File: config.mk
export PLATFORM = sky130hd
export DESIGN_NAME = bit_err_injector
export DESIGN_NICKNAME = d
export VERILOG_FILES = /design/src/rtl/bei_pkg.sv /design/src/rtl/bei_single.sv /design/src/rtl/bei_rate.sv /design/src/rtl/bit_err_injector.sv
export SDC_FILE = /design/constraint.sdc
export NUM_CORES = 1
export LEC_CHECK = 0
export CAP_MARGIN = 20
export CORE_MARGIN = 5
export CORE_UTILIZATION = 55
export CTS_CLUSTER_SIZE = 8
export DETAILED_ROUTE_END_ITERATION = 8
export GPL_ROUTABILITY_DRIVEN = 1
export PLACE_DENSITY = 0.76
export SLEW_MARGIN = 20
export SYNTH_ARGS = -nofsm -noshare
export SYNTH_HDL_FRONTEND = slang
export SYNTH_SLANG_ARGS = --single-unit
export TNS_END_PERCENT = 20
File: constraint.sdc
create_clock -name clk -period 8.56 [get_ports clk]
set_input_delay 2.568 -clock clk [delete_from_list [all_inputs] [get_ports clk]]
set_output_delay 2.568 -clock clk [all_outputs]
set_load 0.05 [all_outputs]
File: src/rtl/bei_pkg.sv
package bei_pkg;

    localparam int CODE_W = 3;

    typedef struct packed {
        logic [1:0]        spare;
        logic [CODE_W-1:0] rate;
        logic              sgl_en;
        logic              sw_req;
        logic              pin_sel;
    } ctl_t;

    // number of valid bits per periodic error for a rate code
    function automatic int unsigned decade(input logic [CODE_W-1:0] code);
        int unsigned v;
        v = 1;
        for (int i = 0; i < (1 << CODE_W) - 1; i++) begin
            if (i < int'(code)) v = v * 10;
        end
        return v;
    endfunction

endpackage

File: src/rtl/bei_single.sv
module bei_single
    import bei_pkg::*;
#(
    parameter int SYNC_STAGES = 2
) (
    input  logic clk,
    input  logic rst,
    input  logic cfg_we,
    input  ctl_t cfg_wdata,
    input  logic man_ins,
    input  logic bit_vld,
    output ctl_t ctl,
    output logic pend
);
    localparam int SMSB = SYNC_STAGES - 1;

    logic [SMSB:0] sync_q;
    logic          src, src_q, rise;

    always_ff @(posedge clk) begin
        if (rst) begin
            ctl    <= '0;
            sync_q <= '0;
            src_q  <= 1'b0;
            pend   <= 1'b0;
        end else begin
            if (cfg_we) ctl <= cfg_wdata;
            sync_q <= {sync_q[SMSB-1:0], man_ins};
            src_q  <= src;
            if (rise && ctl.sgl_en) pend <= 1'b1;
            else if (bit_vld)       pend <= 1'b0;
        end
    end

    always_comb begin
        src  = ctl.pin_sel ? sync_q[SMSB] : ctl.sw_req;
        rise = src && !src_q;
    end

endmodule

File: src/rtl/bei_rate.sv
module bei_rate
    import bei_pkg::*;
#(
    parameter int CNT_W = 24
) (
    input  logic              clk,
    input  logic              rst,
    input  logic              wr,
    input  logic [CODE_W-1:0] wr_code,
    input  logic              bit_vld,
    output logic              hit,
    output logic [CODE_W-1:0] act_code
);
    logic [CNT_W-1:0]  cnt;
    logic [CNT_W-1:0]  last;
    logic [CODE_W-1:0] nxt_code;
    logic              nxt_valid;
    logic              running;

    always_comb begin
        running = (act_code != '0);
        last    = CNT_W'(decade(act_code) - 1);
        hit     = bit_vld && running && (cnt == last);
    end

    always_ff @(posedge clk) begin
        if (rst) begin
            act_code  <= '0;
            nxt_code  <= '0;
            nxt_valid <= 1'b0;
            cnt       <= '0;
        end else if (hit) begin
            cnt       <= '0;
            nxt_valid <= 1'b0;
            if (wr)             act_code <= wr_code;
            else if (nxt_valid) act_code <= nxt_code;
        end else if (wr && !running) begin
            act_code <= wr_code;
            cnt      <= '0;
        end else begin
            if (wr) begin
                nxt_code  <= wr_code;
                nxt_valid <= 1'b1;
            end
            if (bit_vld && running) cnt <= cnt + 1'b1;
        end
    end

endmodule

File: src/rtl/bit_err_injector.sv
module bit_err_injector
    import bei_pkg::*;
#(
    parameter int CNT_W       = 24,
    parameter int SYNC_STAGES = 2
) (
    input  logic       clk,
    input  logic       rst,
    input  logic       cfg_we,
    input  logic [7:0] cfg_wdata,
    input  logic       man_ins,
    input  logic       din,
    input  logic       din_vld,
    output logic       dout,
    output logic       dout_vld,
    output logic       err_ins
);
    ctl_t              ctl;
    logic              pend;
    logic              hit;
    logic [CODE_W-1:0] act_code;
    logic              flip;
    logic              sgl_en;

    bei_single #(.SYNC_STAGES(SYNC_STAGES)) u_single (
        .clk      (clk),
        .rst      (rst),
        .cfg_we   (cfg_we),
        .cfg_wdata(ctl_t'(cfg_wdata)),
        .man_ins  (man_ins),
        .bit_vld  (din_vld),
        .ctl      (ctl),
        .pend     (pend)
    );

    bei_rate #(.CNT_W(CNT_W)) u_rate (
        .clk     (clk),
        .rst     (rst),
        .wr      (cfg_we),
        .wr_code (cfg_wdata[5:3]),
        .bit_vld (din_vld),
        .hit     (hit),
        .act_code(act_code)
    );

    always_comb begin
        flip   = din_vld && (hit || pend);
        sgl_en = ctl.sgl_en;
    end

    always_ff @(posedge clk) begin
        if (rst) begin
            dout     <= 1'b0;
            dout_vld <= 1'b0;
            err_ins  <= 1'b0;
        end else begin
            dout     <= din ^ flip;
            dout_vld <= din_vld;
            err_ins  <= flip;
        end
    end

endmodule

Word level (Yosys, flattened, before mapping)
Index checks and enable logic that the tools add are counted.
{"block": "word_totals", "out_inout_bits": 3, "latch_bits": 0, "inputBits": 14, "elab_cells": 64, "ram_bits": 0, "n_memories": 0, "register_bits": 41, "romBits": 0}
{"block": "op_classes", "n_eq_ne": 2, "order_cmp": 7, "addsub": 2, "n_mux": 14, "div_mod_pow": 0, "n_mul": 6, "shifts": 0, "bitwise_logic": 3, "n_reduce_logical": 17}
{"cell": "$mux 32", "count": 5}
{"cell": "$mul 32x3->31 const B", "count": 4}
{"cell": "$mul 32x3->23 const B", "count": 1}
{"cell": "$add 24x1->24 const B", "count": 1}
{"cell": "$eq 24x24->1", "count": 1}
{"cell": "$mux 24", "count": 1}
{"cell": "$sub 24x1->24 const B", "count": 1}
{"cell": "$mux 3", "count": 4}
{"cell": "$lt 3x3->1 const A", "count": 3}
{"cell": "$mul 4x3->7 const B", "count": 1}
{"cell": "$logic_and 1x1->1", "count": 6}
{"cell": "$lt 1x3->1 const A", "count": 2}
{"cell": "$lt 2x3->1 const A", "count": 2}
{"cell": "$mux 4", "count": 1}
{"cell": "$reduce_and 2->1", "count": 2}
{"cell": "$reduce_bool 2->1", "count": 2}
{"cell": "$mux 1", "count": 3}
{"cell": "$ne 3x2->1 const B", "count": 1}
{"cell": "$reduce_and 3->1", "count": 1}
{"cell": "$reduce_bool 3->1", "count": 1}
{"cell": "$reduce_or 3->1", "count": 1}
{"cell": "$logic_not 1->1", "count": 2}
{"cell": "$not 1->1", "count": 2}
{"cell": "$reduce_or 2->1", "count": 1}
{"cell": "other kinds (2)", "count": 2}

Depth between registers and ports, before layout
{"block": "depth", "word_depth": 20, "ltp_mapped": 43}

Cells and area by module
From an unflattened synthesis, not the netlist that was laid out.
{"block": "unflattened", "hier_cells": 779, "hier_area_um2": 5988.2}
{"module": "bei_rate", "cells_each": 733, "n_inst": 1, "area_each_um2": 5476.5}
{"module": "bei_single", "cells_each": 37, "n_inst": 1, "area_each_um2": 411.6}
{"module": "bit_err_injector", "cells_each": 9, "n_inst": 1, "area_each_um2": 100.1}

Least setup slack after synthesis
Ideal clock, no wire load.
{"block": "synth_timing", "kind": "register -> register", "start": "register u_rate.act_code[2]", "end": "register u_rate.act_code[0]", "arrival_time_ns": 8.291, "synth_period_minus_slack_ns": 8.418, "t_required_ns": 8.433, "path_slack_ns": 0.142, "n_path_buf": 6, "path_stages_with_launch": 41, "setup_ns": 0.127, "path_cell_list": "dfxtp_1 > buf_2 > buf_2 > buf_2 > clkbuf_1 > clkbuf_1 > a21o_1 > ha_1 > ha_1 > a211o_1 > o221ai_1 > o311ai_2 > xor2_1 > and2_1 > ha_1 > ha_1 > a211oi_1 > o21ai_0 > (+5 left out) > nor2_1 > a2111o_1 > nor3_1 > nor3_1 > a31oi_1 > inv_1 > ha_1 > ha_1 > nor3_1 > o21ai_0 > or3b_2 > o22ai_1 > nor4_1 > and3_1 > nand4_1 > buf_4 > a211oi_1 > or3_1"}
{"block": "synth_via", "elab_chain_len": 19, "elab_cells_between_ends": 31, "classes_between": "add/sub: 1; mul: 6; order compare: 7; eq/ne: 2; mux: 8; reduce/logical: 7"}
{"element": "start, declared", "line_no": "bei_rate.sv:12", "text": "output logic [CODE_W-1:0] act_code"}
{"element": "start signal, assigned", "line_no": "bei_rate.sv:35", "text": "if (wr) act_code <= wr_code;"}
{"element": "start signal, assigned", "line_no": "bei_rate.sv:36", "text": "else if (nxt_valid) act_code <= nxt_code;"}
{"element": "start signal, assigned", "line_no": "bei_rate.sv:38", "text": "act_code <= wr_code;"}
{"element": "$lt 1x3->1", "line_no": "bei_pkg.sv:18", "text": "if (i < int'(code)) v = v * 10;"}
{"element": "$mux 4", "line_no": "bei_pkg.sv:18"}
{"element": "$mul 4x3->7", "line_no": "bei_pkg.sv:18"}
{"element": "$mux 32", "line_no": "bei_pkg.sv:18"}
{"element": "$mul 32x3->31", "line_no": "bei_pkg.sv:18"}
{"element": "$mux 32", "line_no": "bei_pkg.sv:18"}
{"element": "$mul 32x3->31", "line_no": "bei_pkg.sv:18"}
{"element": "$mux 32", "line_no": "bei_pkg.sv:18"}
{"element": "(+3 left out)"}
{"element": "$mux 32", "line_no": "bei_pkg.sv:18"}
{"element": "$mul 32x3->23", "line_no": "bei_pkg.sv:18"}
{"element": "$mux 24", "line_no": "bei_pkg.sv:18"}
{"element": "$sub 24x1->24", "line_no": "bei_rate.sv:22", "text": "last = CNT_W'(decade(act_code) - 1);"}
{"element": "$eq 24x24->1", "line_no": "bei_rate.sv:23", "text": "hit = bit_vld && running && (cnt == last);"}
{"element": "$logic_and 1x1->1", "line_no": "bei_rate.sv:23"}
{"element": "$ne 3x2->1 (no source line) or $reduce_bool 2->1 (tied branches)"}
{"element": "$reduce_and 2->1 (no source line)"}
Parallel ways exist; a longest one is shown, timed or not.
A chain may end at the register's enable or synchronous reset.

Final worst setup path
{"block": "layout_timing", "start": "register u_rate.act_code[1]", "end": "register u_rate.act_code[0]"}
The elaborated chain is that of the path after synthesis.

==> results.md <==
- Combinational power share: 0.505
- Beginning of the worst hold path: u_single.sync_q[0]
- Total power after layout: slightly below 0.7 mW
- Cell row count: 37
- CP endpoint kind: register
- Leakage component of the power: 2.83 nW
- Syn_area_per_cell: 7.66 um^2
- Final slew viol count: 0
- Aggregate global routing overflow: 0
- Share of final-layout standard cells stronger than drive strength 1: 0.0871
- Number of DRC violations after detailed-routing iteration 0: about 510
- Switching power: 0.288 mW
- Vias per std cell: 6.39
- Max Clock Skew: 0.0106 ns
- Width of the chip: 112 um
- Final HPWL DP: 12700 um
- Detailed-route DRC error count: 0
- Worst reg2reg path startpoint: u_rate.act_code[1]
- Async set-or-reset flop fraction in the synthesized netlist: 0
- Signal arrival time at the worst endpoint: around 8.4 ns
- Worst slack on hold paths: 0.456 ns
- Pint: 0.395 mW
- WL final: 16100 um
- Critical path launch point: u_rate.act_code[1]
- Register area share after synthesis: 0.145
- Post-route setup slack: 0.362 ns
- Cell types with the highest counts after synthesis: 92 x sky130_fd_sc_hd__ha_1, 83 x sky130_fd_sc_hd__nor2_1, 58 x sky130_fd_sc_hd__nand2_1
- Most used standard cell by instance count after synthesis: sky130_fd_sc_hd__ha_1
- Number of vias after detailed routing: between 5000 and 6000
- Synth area leader: sky130_fd_sc_hd__ha_1
- Final core utilization: 0.609
- Slowest cell on the critical path: sky130_fd_sc_hd__fa_1
- Clk network pwr share: 0.196
- Result of the run: complete, no violations
- RePlAce Congestion: roughly 0.96
- CTS tree: yes
- ANT nets after route: 0
- Initial Util: 0.558
- Input/output buffers: 14
- Cell area after synthesis: 5680 um^2
- PD cells: about 110 nW/um^2
- Switching share of power: 0.422
- Classification of the worst setup path: reg -> reg
- Cell with the most instances on the worst path: sky130_fd_sc_hd__ha_1
- Global-route usage over all layers: 0.255
- Layout-stage area growth over the synthesis result: 9.25%
- Peak supply drop: about 0.11 mV
- Share of the synthesized area in the top cell type: 0.203
- Pre-CTS setup slack: -0.0359 ns
- Buffer type at the clock tree root: sky130_fd_sc_hd__clkbuf_8
- Clk pin slew, worst setup/hold paths: 0.09 ns
- Type of the tightest min-delay check: reg -> reg
- Achievable frequency: 0.122 GHz
- Final clock period utilization by the worst path: 0.958
- Number of placed I/O pins: 17
- Count of fill cells added during filler insertion: 908
- Core Region: 10200 um^2
- Number of iterations in the first detailed-routing pass: 5
- Antenna violations before repair: 0
- Die area: 12500 um^2
- Post-synthesis cell count: 741
- Largest cells by area after synthesis: sky130_fd_sc_hd__ha_1 20%, sky130_fd_sc_hd__dfxtp_1 14%, sky130_fd_sc_hd__nor2_1 5.5%
- Overall die height: 112 um
- Syn. warnings: 0
- Diodes inserted: 0
- Routed length per placed instance: 18.0 um
- Delay contributed by the slowest stage of the critical path: 0.43 ns
- Clock latency on the worst-skew pair: 0.30 ns
- Sequential share of power: 0.298
- CTS sink cnt: 41
- Maxcap violations: 0
- Post-CTS Hold Buffers: 0
- Wire length of the first global-routing pass: approximately 27000 um
- Data required, critical path: about 8.7 ns
- Ys flop type: sky130_fd_sc_hd__dfxtp_1
- Worst setup SP type: register
- Maximum fanout encountered on the critical timing path: 15
- Synth cell types: 78
- Number of nets in the finished design: approximately 870
- Hold Violations, Final: 0
- Total placed instance area: ~6000 um^2
- Final setup violation count: 0
- Final Cell Area: 6200 um^2
- Count of state elements after synthesis: 41
- Largest net degree at the start of global routing: 36
- H-tree depth: 2
- Worst reg-to-reg setup slack: 0.36 ns
- Number of enable flip-flop cells after synthesis: 0
- Final critical delay including setup and external delays: just over 8 ns
- Maximum clock path buffer count: 2
- Transition time of the tightest slew-check pin: 0.723 ns
- Total clock buffers created by CTS: 5
- Max-slew headroom: 0.511
- Via count of the first global-routing pass: 5448
==> cell type report <==
| class | count | area (um^2) | area share |
|---|---|---|---|
| clock buffer | 5 | 68.8 | 0.0111 |
| clock inverter | 3 | 25.0 | 0.00403 |
| inverter | 23 | 86.3 | 0.0139 |
| multi-input combinational | 644 | 4670 | 0.753 |
| sequential | 41 | 825 | 0.133 |
| tap | 136 | 170 | 0.0274 |
| timing repair buffer | 42 | 358 | 0.0577 |
==> registers in the layout, summed over array words and instances (netlist names) <==
signal / cells
dout: 1
dout_vld: 1
err_ins: 1
u_rate.act_code: 3
u_rate.cnt: 24
u_rate.nxt_code: 3
u_rate.nxt_valid: 1
u_single.ctl: 3
u_single.pend: 1
u_single.src_q: 1
u_single.sync_q: 2
==> worst max-delay path: cells and delay by family (launching register included) <==
family	cells	cell delay, ns
flops	1	0.41
buf+inv	2	0.37
simple gates	13	2.45
compound gates	9	1.96
fa+ha+maj	8	2.71
xor+xnor	1	0.14
==> cell usage in the layout, fill, tap and decap left out, drive strengths merged, types with 18 or more instances in the layout <==
master,netlist,layout
nand3,29,29
o21ai,23,23
dfxtp,41,41
inv,22,23
nand2b,18,18
nand2,58,58
xnor2,24,24
a21oi,43,43
nor3,22,22
buf,18,28
a21o,20,20
nor2,84,84
ha,92,92
xor2,18,18
==> repair_timing <==
| item | CTS | global route |
|---|---|---|
| setup buffers | 0 | 4 |
| gates resized for setup | 2 | 20 |
| pin swaps | 0 | 3 |
| setup endpoints to repair | 30 | 33 |
==> layer usage <==
layer / track usage / vias to the layer above / wire [um]
li1: - / 2776 / -
met1: 0.338 / 2708 / 7320
met2: 0.432 / 198 / 7570
met3: 0.0315 / 30 / 813
met4: 0.0770 / 0 / 369
met5: 0 / - / 0
==> power groups by stage <==
| stage | registers (mW) | clock network (mW) | logic, mW |
|---|---|---|---|
| finish | 0.204 | 0.134 | 0.345 |
| detailed placement | 0.208 | 0 | 0.327 |
| CTS | 0.204 | 0.138 | 0.330 |
| global route | 0.205 | 0.147 | 0.380 |
| floorplan | 0.206 | 0 | 0.241 |
| global placement | 0.207 | 0 | 0.318 |
==> per-stage QoR <==
stage	instances	TNS [ns]
after floorplan	745	0
after global routing	894	-0.318
after CTS	890	0
after global placement	882	0
after detailed placement	882	-0.0994
final	894	0
==> kinds of logic after synthesis <==
logic type / synth area share
flip-flops: 0.145
buffers and inverters: 0.0478
AND/OR/NAND/NOR: 0.251
AO/OA/AOI/OAI: 0.241
XOR/XNOR: 0.0648
other: 0.00132
adder cells (fa/ha/maj): 0.213
multiplexers: 0.0366
==> path summary, 6_finish.rpt <==
kind	to	cells past startpoint
max	u_rate.act_code[0]	33
min	u_single.sync_q[1]	1
max reg2reg	u_rate.act_code[0]	33
min reg2reg	u_single.sync_q[1]	1
Power figures use the tool's default switching activity.
